`src/rtl/fpm_pkg.sv`:
```
package fpm_pkg;
  typedef enum logic [2:0] {
    ST_IDLE,
    ST_ACT,
    ST_COL,
    ST_CPRE,
    ST_OPEN,
    ST_PRE,
    ST_REFG
  } fpm_state_e;
endpackage

```
`src/rtl/fpm_wait.sv`:
```
module fpm_wait #(
  parameter int W = 4
) (
  input  logic         clk,
  input  logic         rst,
  input  logic         load,
  input  logic [W-1:0] val,
  output logic         done
);
  logic [W-1:0] cnt;

  always_ff @(posedge clk) begin
    if (rst) cnt <= '0;
    else if (load) cnt <= val;
    else if (cnt != '0) cnt <= cnt - 1'b1;
  end

  assign done = (cnt == '0);


  count_down_chk: assert property (@(posedge clk) disable iff (rst)
    (!load && cnt != '0) |=> (cnt == $past(cnt) - 1'b1));
endmodule

```
`src/rtl/fpm_page_track.sv`:
```
module fpm_page_track #(
  parameter int ROW_W = 8
) (
  input  logic             clk,
  input  logic             rst,
  input  logic             open_set,
  input  logic             close,
  input  logic [ROW_W-1:0] row_in,
  output logic             row_open,
  output logic [ROW_W-1:0] row_q
);
  always_ff @(posedge clk) begin
    if (rst) begin
      row_open <= 1'b0;
      row_q    <= '0;
    end else if (open_set) begin
      row_open <= 1'b1;
      row_q    <= row_in;
    end else if (close) begin
      row_open <= 1'b0;
    end
  end


  open_close_excl_chk: assert property (@(posedge clk) disable iff (rst)
    !(open_set && close));
endmodule

```
`src/rtl/fpm_dram_ctrl.sv`:
```
module fpm_dram_ctrl
  import fpm_pkg::*;
#(
  parameter int ROW_W        = 8,
  parameter int COL_W        = 9,
  parameter int DATA_W       = 8,
  parameter int T_RP         = 2,
  parameter int T_RCD        = 2,
  parameter int T_CAS        = 2,
  parameter int T_CP         = 1,
  parameter int ROW_OPEN_MAX = 12000
) (
  input  logic                    clk,
  input  logic                    rst,
  input  logic                    req_valid,
  output logic                    req_ready,
  input  logic                    req_write,
  input  logic [ROW_W+COL_W-1:0]  req_addr,
  input  logic [DATA_W-1:0]       req_wdata,
  output logic                    rd_valid,
  output logic [DATA_W-1:0]       rd_data,
  input  logic                    ref_req,
  output logic                    ref_gnt,
  output logic                    dram_ras_n,
  output logic                    dram_cas_n,
  output logic                    dram_we_n,
  output logic                    dram_oe_n,
  output logic [((COL_W > ROW_W) ? COL_W : ROW_W)-1:0] dram_addr,
  output logic [DATA_W-1:0]       dram_dq_out,
  output logic                    dram_dq_oe,
  input  logic [DATA_W-1:0]       dram_dq_in
);
  localparam int PIN_W = (COL_W > ROW_W) ? COL_W : ROW_W;
  localparam int TMAX1 = (T_RP > T_RCD) ? T_RP : T_RCD;
  localparam int TMAX2 = (T_CAS > T_CP) ? T_CAS : T_CP;
  localparam int TMAX  = (TMAX1 > TMAX2) ? TMAX1 : TMAX2;
  localparam int TW    = $clog2(TMAX + 1);
  localparam int AW    = $clog2(ROW_OPEN_MAX + 1);

  fpm_state_e state, nxt;

  logic [ROW_W-1:0]  req_row, pend_row, row_src, open_row;
  logic [COL_W-1:0]  req_col, pend_col, col_src;
  logic [DATA_W-1:0] pend_data, data_src;
  logic              pend_write, pend_vld, wr_src;
  logic              accept, hit, row_open;
  logic              tm_load, tm_done, age_done, open_set, close_row;
  logic [TW-1:0]     tm_val;

  assign req_row = req_addr[ROW_W+COL_W-1:COL_W];
  assign req_col = req_addr[COL_W-1:0];

  assign req_ready = ((state == ST_IDLE) || (state == ST_OPEN && !age_done)) && !ref_req;
  assign accept    = req_valid && req_ready;
  assign hit       = row_open && (req_row == open_row);

  assign row_src  = (state == ST_PRE)  ? pend_row  : req_row;
  assign col_src  = (state == ST_OPEN) ? req_col   : pend_col;
  assign data_src = (state == ST_OPEN) ? req_wdata : pend_data;
  assign wr_src   = (state == ST_OPEN) ? req_write : pend_write;

  always_comb begin
    nxt = state;
    case (state)
      ST_IDLE: if (ref_req) nxt = ST_REFG; else if (accept) nxt = ST_ACT;
      ST_ACT:  if (tm_done) nxt = ST_COL;
      ST_COL:  if (tm_done) nxt = ST_CPRE;
      ST_CPRE: if (tm_done) nxt = ST_OPEN;
      ST_OPEN: if (ref_req || age_done) nxt = ST_PRE;
               else if (accept) nxt = hit ? ST_COL : ST_PRE;
      ST_PRE:  if (tm_done) nxt = pend_vld ? ST_ACT : ST_IDLE;
      ST_REFG: if (!ref_req) nxt = ST_IDLE;
      default: nxt = ST_IDLE;
    endcase
  end

  always_comb begin
    tm_load = (nxt != state);
    case (nxt)
      ST_ACT:  tm_val = TW'(T_RCD - 1);
      ST_COL:  tm_val = TW'(T_CAS - 1);
      ST_CPRE: tm_val = TW'(T_CP - 1);
      ST_PRE:  tm_val = TW'(T_RP - 1);
      default: tm_val = '0;
    endcase
  end

  assign open_set  = (nxt == ST_ACT) && (state != ST_ACT);
  assign close_row = (nxt == ST_PRE) && (state != ST_PRE);

  fpm_wait #(.W(TW)) phase_tmr (
    .clk(clk), .rst(rst), .load(tm_load), .val(tm_val), .done(tm_done)
  );

  fpm_wait #(.W(AW)) age_tmr (
    .clk(clk), .rst(rst), .load(open_set), .val(AW'(ROW_OPEN_MAX - 1)), .done(age_done)
  );

  fpm_page_track #(.ROW_W(ROW_W)) page_i (
    .clk(clk), .rst(rst), .open_set(open_set), .close(close_row),
    .row_in(row_src), .row_open(row_open), .row_q(open_row)
  );

  always_ff @(posedge clk) begin
    if (rst) begin
      state       <= ST_IDLE;
      pend_vld    <= 1'b0;
      pend_write  <= 1'b0;
      pend_row    <= '0;
      pend_col    <= '0;
      pend_data   <= '0;
      dram_ras_n  <= 1'b1;
      dram_cas_n  <= 1'b1;
      dram_we_n   <= 1'b1;
      dram_oe_n   <= 1'b1;
      dram_addr   <= '0;
      dram_dq_out <= '0;
      dram_dq_oe  <= 1'b0;
      rd_valid    <= 1'b0;
      rd_data     <= '0;
      ref_gnt     <= 1'b0;
    end else begin
      state    <= nxt;
      rd_valid <= 1'b0;
      if (accept) begin
        pend_write <= req_write;
        pend_row   <= req_row;
        pend_col   <= req_col;
        pend_data  <= req_wdata;
      end
      if (state == ST_OPEN && accept && !hit && !ref_req && !age_done) pend_vld <= 1'b1;
      if (state == ST_PRE && nxt == ST_ACT) pend_vld <= 1'b0;
      if (open_set) begin
        dram_ras_n <= 1'b0;
        dram_addr  <= PIN_W'(row_src);
      end
      if (nxt == ST_COL && state != ST_COL) begin
        dram_cas_n  <= 1'b0;
        dram_addr   <= PIN_W'(col_src);
        dram_we_n   <= ~wr_src;
        dram_oe_n   <= wr_src;
        dram_dq_out <= data_src;
        dram_dq_oe  <= wr_src;
      end
      if (state == ST_COL && nxt == ST_CPRE) begin
        dram_cas_n <= 1'b1;
        dram_oe_n  <= 1'b1;
        if (!pend_write) begin
          rd_data  <= dram_dq_in;
          rd_valid <= 1'b1;
        end
      end
      if (state == ST_CPRE && nxt == ST_OPEN) begin
        dram_we_n  <= 1'b1;
        dram_dq_oe <= 1'b0;
      end
      if (close_row) dram_ras_n <= 1'b1;
      if (nxt == ST_REFG && state != ST_REFG) ref_gnt <= 1'b1;
      if (state == ST_REFG && nxt != ST_REFG) ref_gnt <= 1'b0;
    end
  end

  // Strobe width counters for the checks below
  logic [15:0] chk_cas_lo, chk_ras_hi;
  always_ff @(posedge clk) begin
    if (rst) begin
      chk_cas_lo <= '0;
      chk_ras_hi <= 16'(T_RP);
    end else begin
      chk_cas_lo <= dram_cas_n ? 16'd0 : ((chk_cas_lo == 16'hFFFF) ? chk_cas_lo : chk_cas_lo + 16'd1);
      chk_ras_hi <= !dram_ras_n ? 16'd0 : ((chk_ras_hi == 16'hFFFF) ? chk_ras_hi : chk_ras_hi + 16'd1);
    end
  end


  cas_width_chk: assert property (@(posedge clk) disable iff (rst)
    $rose(dram_cas_n) |-> (chk_cas_lo == 16'(T_CAS)));

  ras_precharge_chk: assert property (@(posedge clk) disable iff (rst)
    $fell(dram_ras_n) |-> (chk_ras_hi >= 16'(T_RP)));

  cas_under_ras_chk: assert property (@(posedge clk) disable iff (rst)
    $fell(dram_cas_n) |-> !dram_ras_n);

  we_drives_data_chk: assert property (@(posedge clk) disable iff (rst)
    !dram_we_n |-> dram_dq_oe);

  no_bus_fight_chk: assert property (@(posedge clk) disable iff (rst)
    !(!dram_oe_n && dram_dq_oe));

  gnt_quiet_chk: assert property (@(posedge clk) disable iff (rst)
    ref_gnt |-> (dram_ras_n && dram_cas_n));

  hit_keeps_row_chk: assert property (@(posedge clk) disable iff (rst)
    (state == ST_OPEN && accept && hit && !age_done) |=> (!dram_ras_n && !dram_cas_n));
endmodule

```
`config.mk`:
```
export PLATFORM = sky130hd
export DESIGN_NAME = fpm_dram_ctrl
export DESIGN_NICKNAME = d
export VERILOG_FILES = /design/src/rtl/fpm_pkg.sv /design/src/rtl/fpm_wait.sv /design/src/rtl/fpm_page_track.sv /design/src/rtl/fpm_dram_ctrl.sv
export SDC_FILE = /design/constraint.sdc
export NUM_CORES = 1
export LEC_CHECK = 0
export CAP_MARGIN = 10
export CORE_MARGIN = 2
export CORE_UTILIZATION = 53
export CTS_BUF_LIST = sky130_fd_sc_hd__clkbuf_2
export CTS_CLUSTER_DIAMETER = 30
export DETAILED_ROUTE_END_ITERATION = 10
export PLACE_DENSITY = 0.88
export SLEW_MARGIN = 20
export SYNTH_ARGS = -nofsm -noshare
export SYNTH_HDL_FRONTEND = slang
export SYNTH_HIERARCHICAL = 1
export SYNTH_SLANG_ARGS = --single-unit
```
`constraint.sdc`:
```
create_clock -name clk -period 4 [get_ports clk]
set_input_delay 0.6 -clock clk [delete_from_list [all_inputs] [get_ports clk]]
set_output_delay 0.6 -clock clk [all_outputs]
set_load 0.02 [all_outputs]
```
==> summary.txt <==
Clocking
  – CTS Buffer Depth: 2
  – Num CTS Buffers: 9
  – Clk Latency, worst-skew pair: 550 ps
  – CTS Sinks: 87
  – CTS clk-pin slew, worst paths: roughly 240 ps
  – H-tree levels: 3
  – CTS tree: built
  – Root Buffer: clkbuf_2

Run status
  – Status: finished clean

Cells and area
  – Most frequent cells in the layout: dfxtp_1 (87), nand2_1 (74), clkdlybuf4s50_1 (69), nor2_1 (43), a21oi_1 (38)
  – Commonest non-fill, non-tap cell in the layout: dfxtp_1
  – Antenna cells: 0
  – Area grow syn2layout: 21.8%
  – Nets@finish: between 600 and 700
  – Layout cell share with drive strength beyond 1: 11.2%
  – # fillers: 590
  – Post-route design area: between 5000 and 6000 um2

Global route
  – Antenna violations before repair: 0
  – Tot GR Track Use: between 20% and 30%
  – Vias in the first global route: between 3000 and 4000
  – Grt ovf: 0
  – First-pass GRT wire length: 16.3 mm
  – Largest net degree at the start of global routing: a little over 60

Setup path
  – Crit path buffers/inverters: 3
  – Top Family by Delay on Critical Path: buffers and inverters
  – Highest-delay cell along the critical path: clkdlybuf4s50_1
  – Critical path type: register to primary output
  – CP required: approximately 3400 ps
  – Startpoint types: register
  – Worst EP arrival: between 3000 and 4000 ps
  – Critical Path Most Common Cell: inv_1
  – Worst-path fanout max: 7
  – CP cell instances: inv_1 > ha_1 > nor4b_4 > nand4_1 > inv_1 > a2111oi_2 > clkdlybuf4s50_1
  – Crit path largest cell delay: around 700 ps
  – Crit path capture type: primary output

STA
  – Final Skew: 40.6 ps
  – RSZ-0062 raised after global routing: false
  – Setup TNS: 0 ps
  – Final-report max-slew violation count: 0
  – Max Fclk: 0.272 GHz
  – Final period utilization: 92.1%
  – Final setup margin: around 320 ps
  – Max-Slew Margin vs Limit: between 40% and 50%
  – Worst-Margin Slew: 864 ps
  – Final setup vio count: 0
  – Minimum clock period: 3680 ps
  – Hold Violations, Final: 0

Synth
  – Post-Synthesis Cell Area: roughly 4300 um2
  – Yosys warning count: 6
  – Mapped Avg Cell Area: roughly 8.8 um2
  – Mapped Cells: approximately 500
  – Synth Register Bits: 87
  – Yosys cell types: 73
  – Sequential area share after synthesis: 40.2%
  – Top_reg_cell synth: dfxtp_1
  – EDFF count, synth: 0
  – Post-synth ARST share: 0%

Place
  – Global placement routability congestion: 0.909
  – Placement Cell Area: slightly above 5000 um2
  – Port Buffers: 70
  – DPL Wire Length: 7.04 mm
  – Dpl ws: 521 ps

Detailed routing
  – DR vias: 3734
  – Drt pass-1 iters: 5
  – ANT nets after route: 0
  – Drt initial violations: 177
  – Via density: 5.56
  – Routed WL per cell: between 10 and 15 um
  – # DRC: 0
  – Drt total wl: 9.82 mm

Power
  – Worst vdd ir: 0.000489 V
  – Total power: between 3000 and 4000 uW
  – P per Cell Area: 728 nW/um2
  – Static Leak: 0.00192 uW

Floorplan
  – Core Box Area: 7810 um2
  – # IOs: 71
  – Starting density of the core: 55.5%
  – Rows: 32
  – Die width: 94.4 um
  – Total die area: 8910 um2
  – Die height: 94.4 um

Worst hold path
  – Hold Path Class: register to register

Run
  – Max_cap viols: 0
logic make-up after synthesis:
logic type,after synthesis,share of synthesized area (%)
buffers and inverters,44,5.09
adder cells (fa/ha/maj),2,0.578
flip-flops,87,40.2
XOR/XNOR,12,2.43
other,2,0.173
AND/OR/NAND/NOR,196,23.1
multiplexers,43,10.2
AO/OA/AOI/OAI,104,18.2
metrics by stage:
step | hold WS [ps] | util [%] | std cells
6_report | 471 | 67.6 | 672
5_1_grt | 493 | 67.6 | 672
4_1_cts | 473 | 67.1 | 668
3_5_place_dp | 447 | 65.2 | 652
3_3_place_gp | 433 | 65.2 | 652
2_1_floorplan | 432 | - | 503
worst register-to-register path, stage by stage (launching register included):
cell	delay [ps]
dfxtp_1	480
inv_1	80
ha_1	250
nor4b_4	160
nand4_1	260
inv_1	170
nor4b_2	250
nand4_1	160
a221o_1	410
nor2_2	210
a2111oi_4	50
buf_4	270
or4b_1	540
o211ai_1	110
registers in the layout (all words and copies together) (netlist names):
signal,flops
dram_ras_n,1
pend_col,9
age_tmr/cnt,14
page_i/row_q,8
state,3
dram_cas_n,1
dram_addr,9
page_i/row_open,1
pend_row,8
pend_vld,1
ref_gnt,1
rd_valid,1
rd_data,8
dram_oe_n,1
dram_dq_oe,1
phase_tmr/cnt,2
pend_data,8
pend_write,1
dram_we_n,1
dram_dq_out,8
synth_stat cells (all sizes together) (2+ instances only):
library cell	instances	area (um2)
and3	2	12.5
nor2b	14	87.6
o221ai	2	17.5
a2111oi	2	36.3
nor4	4	31.3
nand2b	7	43.8
dfxtp	87	1740
a221o	4	40.0
a211oi	24	220
o31a	6	53.8
nand2	75	284
or3	6	37.5
conb	2	7.51
a21oi	38	190
ha	2	25.0
nor2	44	168
o41ai	2	25.0
inv	13	48.8
and2	2	13.8
nor3	15	96.4
nor4b	2	38.8
mux2i	34	340
o21ai	6	30.0
mux2	9	101
nor3b	3	33.8
buf	15	96.3
and2b	3	22.5
nand3b	3	22.5
o21a	3	22.5
nand3	6	30.0
nand4	4	25.0
a21boi	3	26.3
a221oi	3	32.5
xor2	8	70.1
clkbuf	14	53.8
o31ai	3	27.5
xnor2	4	35.0
worst paths after layout:
kind	start	cells after the start	to	slack (ps)
setup / recovery	age_tmr/cnt[0]$_SDFFE_PP0P_	7	req_ready	320
hold / removal	pend_data[2]$_SDFFE_PP0P_	2	pend_data[2]$_SDFFE_PP0P_	470
setup reg to reg	age_tmr/cnt[0]$_SDFFE_PP0P_	13	age_tmr/cnt[5]$_SDFFE_PP0P_	540
hold reg to reg	pend_data[2]$_SDFFE_PP0P_	2	pend_data[2]$_SDFFE_PP0P_	470
power by group:
part / switching (uW) / internal, uW / leakage [uW] / total [uW]
clock network: 318 / 214 / 0.0000848 / 532
registers: 227 / 1110 / 0.000711 / 1330
logic: 1070 / 908 / 0.00112 / 1970
per-layer routing:
metal	part of all wire, %	vias up	GRT usage [%]
met2	51	96	38.6
met4	1.5	0	7.73
met1	43	1761	29.3
met3	5.3	12	5.51
li1	-	1865	-
met5	0	-	0
layout make-up:
cell class              count  area [um2]  share of cell area (%)
well taps                 102         128                    2.42
multi-input cells         372        2420                    45.9
clock buffers               9        45.0                   0.854
repair buffers             82         788                    14.9
clock inverters             7         101                    1.92
flip-flops and latches     87        1740                    33.0
inverters                  13        48.8                   0.925
timing repair:
item / in CTS / in global routing
gates resized for setup: 1 / 1
hold buffers: 0 / 0
buffers inserted: 0 / 4
pin swaps: 0 / 1
endpoints found under the hold margin: 0 / 0
endpoints found under the setup margin: 1 / 1
No activity file was read; power rests on OpenSTA's default activity.
